### src/rtl/itmr_pkg.sv
package itmr_pkg;
   // Word slots of the register map
   localparam int unsigned WRD_STATUS = 0;
   localparam int unsigned WRD_CTRL   = 1;
   localparam int unsigned WRD_PER_LO = 2;
   localparam int unsigned WRD_PER_HI = 3;
   localparam int unsigned WRD_SNP_LO = 4;
   localparam int unsigned WRD_SNP_HI = 5;
   localparam int unsigned NUM_WORDS  = 6;

   // Status bits
   localparam int unsigned ST_TIMEOUT = 0;
   localparam int unsigned ST_RUNNING = 1;

   // Control bits
   localparam int unsigned CT_IRQ_EN  = 0;
   localparam int unsigned CT_CONT    = 1;
   localparam int unsigned CT_START   = 2;
   localparam int unsigned CT_STOP    = 3;

   typedef struct packed {
      logic cont;
      logic irq_en;
   } itmr_ctrl_t;
endpackage

### src/rtl/itmr_counter.sv
module itmr_counter #(
   parameter int unsigned CNT_W = 32
) (
   input  logic             clk,
   input  logic             rst_n,
   input  logic             start_stb,
   input  logic             stop_stb,
   input  logic             load_stb,
   input  logic [CNT_W-1:0] load_val,
   input  logic [CNT_W-1:0] period,
   input  logic             cont,
   output logic [CNT_W-1:0] count,
   output logic             running,
   output logic             expire
);
   localparam logic [CNT_W-1:0] ONE  = CNT_W'(1);
   localparam logic [CNT_W-1:0] ZERO = '0;

   logic at_zero;

   generate
      if (CNT_W < 2) begin : g_bad_width
         $error("itmr_counter: CNT_W must be at least 2");
      end
   endgenerate

   assign at_zero = (count == ZERO);
   assign expire  = running && at_zero;

   always_ff @(posedge clk or negedge rst_n) begin
      if (!rst_n) begin
         count <= '1;
      end else if (load_stb) begin
         count <= load_val;
      end else if (running) begin
         count <= at_zero ? period : (count - ONE);
      end
   end

   always_ff @(posedge clk or negedge rst_n) begin
      if (!rst_n) begin
         running <= 1'b0;
      end else if (stop_stb) begin
         running <= 1'b0;
      end else if (start_stb) begin
         running <= 1'b1;
      end else if (expire && !cont) begin
         running <= 1'b0;
      end
   end

   AST_COUNT_DOWN: assert property (@(posedge clk) disable iff (!rst_n)
      (running && !at_zero && !load_stb) |=> (count == $past(count) - ONE));
   AST_HOLD_STOPPED: assert property (@(posedge clk) disable iff (!rst_n)
      (!running && !load_stb) |=> $stable(count));
   AST_STOP_WINS: assert property (@(posedge clk) disable iff (!rst_n)
      stop_stb |=> !running);
   AST_RELOAD: assert property (@(posedge clk) disable iff (!rst_n)
      (running && at_zero && !load_stb) |=> (count == $past(period)));
   AST_CONT_KEEPS: assert property (@(posedge clk) disable iff (!rst_n)
      (running && at_zero && cont && !stop_stb) |=> running);
   AST_ONESHOT_HALT: assert property (@(posedge clk) disable iff (!rst_n)
      (running && at_zero && !cont && !start_stb) |=> !running);
endmodule

### src/rtl/itmr_regs.sv
module itmr_regs
   import itmr_pkg::*;
#(
   parameter int unsigned CNT_W  = 32,
   parameter int unsigned BUS_W  = 32,
   parameter int unsigned ADDR_W = 3
) (
   input  logic              clk,
   input  logic              rst_n,
   input  logic              bus_sel,
   input  logic              bus_we,
   input  logic [ADDR_W-1:0] bus_addr,
   input  logic [BUS_W-1:0]  bus_wdata,
   output logic [BUS_W-1:0]  bus_rdata,
   input  logic [CNT_W-1:0]  count,
   input  logic              running,
   input  logic              expire,
   output logic              start_stb,
   output logic              stop_stb,
   output logic              load_stb,
   output logic [CNT_W-1:0]  load_val,
   output logic [CNT_W-1:0]  period,
   output itmr_ctrl_t        ctrl,
   output logic              timeout
);
   localparam int unsigned HALF_W = CNT_W / 2;
   localparam int unsigned PAD_W  = BUS_W - HALF_W;
   localparam logic [ADDR_W-1:0] A_STATUS = ADDR_W'(WRD_STATUS);
   localparam logic [ADDR_W-1:0] A_CTRL   = ADDR_W'(WRD_CTRL);
   localparam logic [ADDR_W-1:0] A_PER_LO = ADDR_W'(WRD_PER_LO);
   localparam logic [ADDR_W-1:0] A_PER_HI = ADDR_W'(WRD_PER_HI);
   localparam logic [ADDR_W-1:0] A_SNP_LO = ADDR_W'(WRD_SNP_LO);
   localparam logic [ADDR_W-1:0] A_SNP_HI = ADDR_W'(WRD_SNP_HI);

   generate
      if ((CNT_W % 2) != 0) begin : g_bad_cnt
         $error("itmr_regs: CNT_W must be even");
      end
      if (BUS_W <= HALF_W || BUS_W < 4) begin : g_bad_bus
         $error("itmr_regs: BUS_W must exceed CNT_W/2 and hold the control bits");
      end
      if ((2 ** ADDR_W) < NUM_WORDS) begin : g_bad_addr
         $error("itmr_regs: ADDR_W too small for the register map");
      end
   endgenerate

   logic             wr;
   logic             wr_status, wr_ctrl, wr_snp_lo;
   logic [1:0]       per_hit;
   logic [CNT_W-1:0] period_q, snap_q;
   logic             timeout_q;
   itmr_ctrl_t       ctrl_q;
   logic             unused_wdata;

   assign wr        = bus_sel && bus_we;
   assign wr_status = wr && (bus_addr == A_STATUS);
   assign wr_ctrl   = wr && (bus_addr == A_CTRL);
   assign wr_snp_lo = wr && (bus_addr == A_SNP_LO);
   assign unused_wdata = ^bus_wdata[BUS_W-1:HALF_W];

   // One half-word slice of the period per register word
   generate
      for (genvar h = 0; h < 2; h++) begin : g_per_half
         localparam logic [ADDR_W-1:0] A_HALF = ADDR_W'(WRD_PER_LO + h);
         assign per_hit[h] = wr && (bus_addr == A_HALF);
         assign load_val[h*HALF_W +: HALF_W] = per_hit[h] ? bus_wdata[HALF_W-1:0]
                                                          : period_q[h*HALF_W +: HALF_W];
      end
   endgenerate

   assign load_stb  = |per_hit;
   assign start_stb = wr_ctrl && bus_wdata[CT_START];
   assign stop_stb  = wr_ctrl && bus_wdata[CT_STOP];

   always_ff @(posedge clk or negedge rst_n) begin
      if (!rst_n) begin
         period_q <= '1;
      end else if (load_stb) begin
         period_q <= load_val;
      end
   end

   always_ff @(posedge clk or negedge rst_n) begin
      if (!rst_n) begin
         ctrl_q <= '0;
      end else if (wr_ctrl) begin
         ctrl_q.cont   <= bus_wdata[CT_CONT];
         ctrl_q.irq_en <= bus_wdata[CT_IRQ_EN];
      end
   end

   always_ff @(posedge clk or negedge rst_n) begin
      if (!rst_n) begin
         timeout_q <= 1'b0;
      end else if (expire) begin
         timeout_q <= 1'b1;
      end else if (wr_status) begin
         timeout_q <= 1'b0;
      end
   end

   always_ff @(posedge clk or negedge rst_n) begin
      if (!rst_n) begin
         snap_q <= '0;
      end else if (wr_snp_lo) begin
         snap_q <= count;
      end
   end

   always_comb begin
      bus_rdata = '0;
      unique case (bus_addr)
         A_STATUS: begin
            bus_rdata[ST_TIMEOUT] = timeout_q;
            bus_rdata[ST_RUNNING] = running;
         end
         A_CTRL: begin
            bus_rdata[CT_IRQ_EN] = ctrl_q.irq_en;
            bus_rdata[CT_CONT]   = ctrl_q.cont;
         end
         A_PER_LO: bus_rdata = {{PAD_W{1'b0}}, period_q[HALF_W-1:0]};
         A_PER_HI: bus_rdata = {{PAD_W{1'b0}}, period_q[CNT_W-1:HALF_W]};
         A_SNP_LO: bus_rdata = {{PAD_W{1'b0}}, snap_q[HALF_W-1:0]};
         A_SNP_HI: bus_rdata = {{PAD_W{1'b0}}, snap_q[CNT_W-1:HALF_W]};
         default:  bus_rdata = '0;
      endcase
   end

   assign period  = period_q;
   assign ctrl    = ctrl_q;
   assign timeout = timeout_q;

   AST_TIMEOUT_SET: assert property (@(posedge clk) disable iff (!rst_n)
      expire |=> timeout_q);
   AST_TIMEOUT_CLEAR: assert property (@(posedge clk) disable iff (!rst_n)
      (wr_status && !expire) |=> !timeout_q);
   AST_PERIOD_HOLD: assert property (@(posedge clk) disable iff (!rst_n)
      !load_stb |=> $stable(period_q));
   AST_SNAP_CAPTURE: assert property (@(posedge clk) disable iff (!rst_n)
      wr_snp_lo |=> (snap_q == $past(count)));
   AST_SNAP_HI_IGNORED: assert property (@(posedge clk) disable iff (!rst_n)
      (wr && bus_addr == A_SNP_HI) |=> $stable(snap_q));
endmodule

### src/rtl/itmr_top.sv
module itmr_top
   import itmr_pkg::*;
#(
   parameter int unsigned CNT_W  = 32,
   parameter int unsigned BUS_W  = 32,
   parameter int unsigned ADDR_W = 3
) (
   input  logic              clk,
   input  logic              rst_n,
   input  logic              bus_sel,
   input  logic              bus_we,
   input  logic [ADDR_W-1:0] bus_addr,
   input  logic [BUS_W-1:0]  bus_wdata,
   output logic [BUS_W-1:0]  bus_rdata,
   output logic              irq
);
   logic             start_stb, stop_stb, load_stb;
   logic [CNT_W-1:0] load_val, period, count;
   logic             running, expire, timeout;
   itmr_ctrl_t       ctrl;

   itmr_regs #(
      .CNT_W  (CNT_W),
      .BUS_W  (BUS_W),
      .ADDR_W (ADDR_W)
   ) u_regs (
      .clk       (clk),
      .rst_n     (rst_n),
      .bus_sel   (bus_sel),
      .bus_we    (bus_we),
      .bus_addr  (bus_addr),
      .bus_wdata (bus_wdata),
      .bus_rdata (bus_rdata),
      .count     (count),
      .running   (running),
      .expire    (expire),
      .start_stb (start_stb),
      .stop_stb  (stop_stb),
      .load_stb  (load_stb),
      .load_val  (load_val),
      .period    (period),
      .ctrl      (ctrl),
      .timeout   (timeout)
   );

   itmr_counter #(
      .CNT_W (CNT_W)
   ) u_counter (
      .clk       (clk),
      .rst_n     (rst_n),
      .start_stb (start_stb),
      .stop_stb  (stop_stb),
      .load_stb  (load_stb),
      .load_val  (load_val),
      .period    (period),
      .cont      (ctrl.cont),
      .count     (count),
      .running   (running),
      .expire    (expire)
   );

   assign irq = ctrl.irq_en && timeout;

   AST_IRQ_NEEDS_TIMEOUT: assert property (@(posedge clk) disable iff (!rst_n)
      irq |-> timeout);
endmodule

### config.mk
export PLATFORM = sky130hd
export DESIGN_NAME = itmr_top
export DESIGN_NICKNAME = d
export VERILOG_FILES = /design/src/rtl/itmr_pkg.sv /design/src/rtl/itmr_counter.sv /design/src/rtl/itmr_regs.sv /design/src/rtl/itmr_top.sv
export SDC_FILE = /design/constraint.sdc
export NUM_CORES = 1
export LEC_CHECK = 0
export ABC_AREA = 1
export ABC_CLOCK_PERIOD_IN_PS = 3100
export BUFFER_PORTS_ARGS = -buffer_cell sky130_fd_sc_hd__buf_4
export CAP_MARGIN = 20
export CORE_ASPECT_RATIO = 2
export CORE_MARGIN = 2
export CORE_UTILIZATION = 48
export CTS_CLUSTER_DIAMETER = 80
export CTS_CLUSTER_SIZE = 28
export DETAILED_ROUTE_END_ITERATION = 12
export PLACE_DENSITY = 0.78
export SYNTH_ARGS = -nofsm -noshare
export SYNTH_HDL_FRONTEND = slang
export SYNTH_SLANG_ARGS = --single-unit
### constraint.sdc
create_clock -name clk -period 3.1 [get_ports clk]
set_input_delay 0.93 -clock clk [delete_from_list [all_inputs] [get_ports clk]]
set_output_delay 0.93 -clock clk [all_outputs]
set_load 0.02 [all_outputs]
======== Word level (Yosys, flattened, before mapping) ========
Cells that the tools add are included.
cells by class
  add/sub/neg operators ................... 1
  multipliers ............................. 0
  divide/modulo/power cells ............... 0
  $lt $le $gt $ge ......................... 0
  equal/unequal tests ..................... 5
  shifts and indexed selects .............. 0
  mux-type cells .......................... 12
  bitwise gates (word level) .............. 0
  reduce and logical (&&, ||, !) cells .... 18
operators by type and width
  operator                                            count
  2-to-1 mux 32 bit                                   3
  one-hot mux 14 bit (4 select lines)                 1
  logical NOT 32 bit                                  1
  2-to-1 mux 16 bit                                   2
  subtractor 32 x 1 -> 32 bit, second input constant  1
  one-hot mux 2 bit (6 select lines)                  1
  logical AND 1 bit                                   11
  == test 3 x 2 -> 1 bit, second input constant       2
  == test 3 bit, second input constant                2
  2-to-1 mux 1 bit                                    5
  nonzero test 2 bit                                  2
  == test 3 x 1 -> 1 bit, second input constant       1
  logical NOT 3 bit                                   1
  nonzero test 3 bit                                  1
  OR reduction 2 bit                                  1
  logical NOT 1 bit                                   1
word-level totals
  flip-flop bits (word level) ............. 100
  latch bits .............................. 0
  bits in writable memories ............... 0
  ROM bits ................................ 0
  input port bits ......................... 39
  output and inout port bits .............. 33
  memories ................................ 0

======== Logic depth before layout (Yosys ltp) ========
  depth in word-level cells ............... 6
  mapped depth ............................ 12
  mapped depth without buffers ............ 10

======== By module ========
From an unflattened synthesis, not the netlist that was laid out.
second synthesis, totals
  cell total of the unflattened synthesis .. 989
  area, all modules ....................... 6702.7 µm²
modules (own cells, without submodules)
  module        times used  cells an instance  area an instance (µm²)  seq. area each (µm²)
  itmr_regs     1           486                3642.2                  1716.6
  itmr_counter  1           501                3052.9                  865.8
  itmr_top      1           2                  7.5                     0.0

======== Least setup slack after synthesis ========
No wires, ideal clock.
  path kind ............................... input to output
  start point ............................. input port bus_addr[2]
  end point ............................... output port bus_rdata[10]
  data arrival time ....................... 2053 ps
  slack ................................... 117 ps
  stages .................................. 6
  path through ............................ buf_2 > inv_4 > nand2_4 > nor2_8 > clkinv_1 > o2111ai_1
on the way
  longest elaborated chain between the ends .. 2
  elaborated cells on any way between the ends .. 5
  classes of those cells .................. eq/ne: 4; mux: 1
ends and longest elaborated chain
  element                                                  RTL line          text
  from (decl)                                              itmr_top.sv:12    input logic [ADDR_W-1:0] bus_addr,
  == test 3 bit or == test 3 x 2 -> 1 bit (tied branches)  itmr_regs.sv:112  unique case (bus_addr)
  one-hot mux 14 bit (4 select lines) *                    itmr_regs.sv:112
  to (decl)                                                itmr_top.sv:14    output logic [BUS_W-1:0] bus_rdata,
Every way passes the cells marked *; elsewhere a longest branch is shown, timed or not.

======== Worst setup path after layout ========
  start point ............................. input port bus_addr[1]
  end point ............................... output port bus_rdata[2]
Same word-level chain as after synthesis.

==> out/results.ini <==
[synthesis]
synth_top_area_cell=sky130_fd_sc_hd__dfstp_2
yosysMostFrequentCell=sky130_fd_sc_hd__nand2_1
synth_top_flop_cell=sky130_fd_sc_hd__dfstp_2
synth_enable_flop_cells=0
synth_cell_types=37
top_area_cell_type_share_of_the_netlist_area_pct=26.5
ys_top_cells_by_count=sky130_fd_sc_hd__nand2_1 (230), sky130_fd_sc_hd__inv_1 (126), sky130_fd_sc_hd__nor2_1 (83)
syn-cell-area_mm2=0.00636
asyncSetResetFlopFracSynth_pct=100
yosys_warnings=0
synth-seq-area-share_pct=40.6
post_synth_inst_count=870
syn_area_per_cell_um2=7.31
ys_seq_elements=100
synth.area.top_cells=sky130_fd_sc_hd__dfstp_2 (26%), sky130_fd_sc_hd__dfrtp_1 (14%), sky130_fd_sc_hd__nand2_1 (14%)

[finish]
diodes=0
n_fill_cell=1297
nNetsFinal=948
layout.core_utilization_pct=54.4
final_design_area_no_fill_mm2=0.00707
multiInputGateArea_mm2=0.00304
area_delta_synth_final_pct=11.2
layout-drive-gt1-share_pct=21.3
layout.area.seq_mm2=0.00258

[setup_path]
start_kind=primary input
critPathSlowestCell=sky130_fd_sc_hd__buf_4
end_kind=primary output
cpPeakStageDelay_ns=0.25
critical_path.cell_chain=buf_4 > nor2_1 > nand2_1 > clkinv_1 > buf_4 > nand2_1 > o2111ai_1 > buf_4
cp.arrival_ns=2.09
critical_path_class=primary input to primary output
crit_top_cell=sky130_fd_sc_hd__buf_4
worstReg2RegStart=u_counter.count[29]
r2r_setup_slack_ns=0.93
rr_endpoint=u_counter.count[23]
timing.reg2reg.worst_path_depth=8
critical_path_peak_fanout=13
worst-endpoint-required_ns=2.17

[clocking]
cts_setup_buffers=0
cts-buffers-inserted=9
clkSinkCount=100
cts.clk_slew.worst_paths_ns=0.07
h_tree_lvl_count=3
ctsRootBufferMaster=sky130_fd_sc_hd__clkbuf_16
clock_tree_from_tritoncts=yes
clock_path_buffers=2
clock_insertion_delay_worst_skew_ns=0.36

[detailed_routing]
detail_route.wl_per_cell_um=18.1
antenna_left=0
routed-via-count=5865
drt_iter0_drc=326
post_drt_via_cell_ratio=5.51
drtPass1Iterations=5
drt-total-wl_um=19300
post-route-drc-count=0

[sta]
pin_slew_with_the_least_headroom_to_its_limit_ns=0.633
slew_headroom_pct=57.7
drv_slew=0
tns_ns=0
final_period_minus_worst_setup_slack_ns=3.02
max_freq_mhz=331
rsz0062_at_grt=false
min_period_over_period_pct=97.4
timing.hold.ws_ns=0.485
worst_clock_skew_ns=0.00682
setup-violations-final=0
hold_viol_final=0

[floorplan]
width_of_the_die_um=85.4
io_pins=72
die-area_mm2=0.0142
core-area_mm2=0.0130
std_cell_rows=59
chipHeight_um=167
initial_core_util_pct=48.9

[status]
outcome=completed

[placed_design]
port_buffers=39
placed_area_mm2=0.00678
gp_congestion=1.02
hpwlAfterDp_um=14400

[hold_path]
hold_path_depth=2
hold_path_startpoint=u_regs.snap_q[13]
whs_endpoint=u_regs.snap_q[13]
hold_path.class=flip-flop to flip-flop

[global_routing]
grt_start_max_net_pins=64
globalRouteTotalUtil_pct=28.1
first_global_vias=5989
grt_first_pass_wirelength_um=30700
globalRouteOverflowTotal=0
grt_antenna_before_repair=0

[flow_run]
drv_cap=0

[power_and_ir_drop]
power-per-cell-area_mw_per_mm2=782
vdd_ir_drop_max_mv=0.396
static-leakage-power_nw=3.33

[placed cells by master, fill, tap and decap left out, types with 9 or more instances in the layout]
| master | Yosys | final |
|---|---|---|
| sky130_fd_sc_hd__a21oi_2 | 13 | 13 |
| sky130_fd_sc_hd__inv_1 | 126 | 126 |
| sky130_fd_sc_hd__buf_4 | 19 | 56 |
| sky130_fd_sc_hd__nand3_1 | 57 | 57 |
| sky130_fd_sc_hd__dfrtp_1 | 36 | 36 |
| sky130_fd_sc_hd__conb_1 | 1 | 16 |
| sky130_fd_sc_hd__nor2_1 | 83 | 82 |
| sky130_fd_sc_hd__xor2_1 | 14 | 14 |
| sky130_fd_sc_hd__o21ai_1 | 24 | 24 |
| sky130_fd_sc_hd__clkbuf_16 | 0 | 9 |
| sky130_fd_sc_hd__o21ai_0 | 67 | 67 |
| sky130_fd_sc_hd__dfstp_2 | 64 | 64 |
| sky130_fd_sc_hd__nor2_2 | 10 | 11 |
| sky130_fd_sc_hd__nand2_1 | 230 | 230 |
| sky130_fd_sc_hd__o2111ai_1 | 16 | 15 |
| sky130_fd_sc_hd__nand4_1 | 19 | 19 |
[power by group]
part / switching [W] / leakage, nW / internal [W]
Sequential: 0.000383 / 1.14 / 0.00196
Clock: 0.000544 / 0.130 / 0.000556
Combinational: 0.00137 / 2.06 / 0.000721
[logic make-up after synthesis]
family	share of synthesized area (%)
other cells	0.0590
buf+inv	12.6
simple gates	28.9
xor+xnor	2.07
compound gates	15.4
fa+ha+maj	0.394
flops	40.6
[registers in the layout (all words and copies together) (netlist names)]
| signal | cells |
|---|---|
| u_counter.count | 32 |
| u_counter.running | 1 |
| u_regs.ctrl | 2 |
| u_regs.period | 32 |
| u_regs.snap_q | 32 |
| u_regs.timeout | 1 |
[through the flow]
stage	total power, W	setup slack, ns	std cells
6_report	0.00553	0.0806	1064
4_1_cts	0.00552	0.0954	1064
3_5_place_dp	0.00441	0.0994	1048
3_3_place_gp	0.00436	0.101	1048
5_1_grt	0.00592	0.0156	1064
2_1_floorplan	0.00375	0.117	885
[layout make-up]
cell class	instances	area share [%]
multi-input combinational	607	43.0
inverter	130	6.97
timing repair buffer	59	6.79
clock buffer	9	3.18
tap	152	2.69
sequential	100	36.5
clock inverter	7	0.849
[worst max-delay path by stage]
| stage | startpoint | end | slack (ns) |
|---|---|---|---|
| after floorplan | bus_addr[2] | bus_rdata[10] | 0.12 |
| after global placement | bus_addr[2] | bus_rdata[10] | 0.10 |
| after detailed placement | bus_addr[2] | bus_rdata[10] | 0.1 |
| after CTS | bus_addr[2] | bus_rdata[10] | 0.1 |
| after global routing | bus_addr[2] | bus_rdata[1] | 0.02 |
| final | bus_addr[1] | bus_rdata[2] | 0.08 |
[worst max-delay path, delay by kind of cell]
kind | cells | cell delay (ns)
buf+inv | 4 | 0.67
simple gates | 3 | 0.35
compound gates | 1 | 0.14
[metal layers]
layer / wire (um) / track usage, % / share of wire (%)
met2: 10600 / 51.8 / 55
met4: 1240 / 18.0 / 6.5
met3: 803 / 3.02 / 4.2
met5: 0 / 0 / 0
met1: 6610 / 29.0 / 34
[repair_timing]
item                                    4_1_cts  5_1_grt
endpoints found under the setup margin        0        1
resized for setup                             0        1
hold buffers                                  0        0
Power figures use the tool's default switching activity.
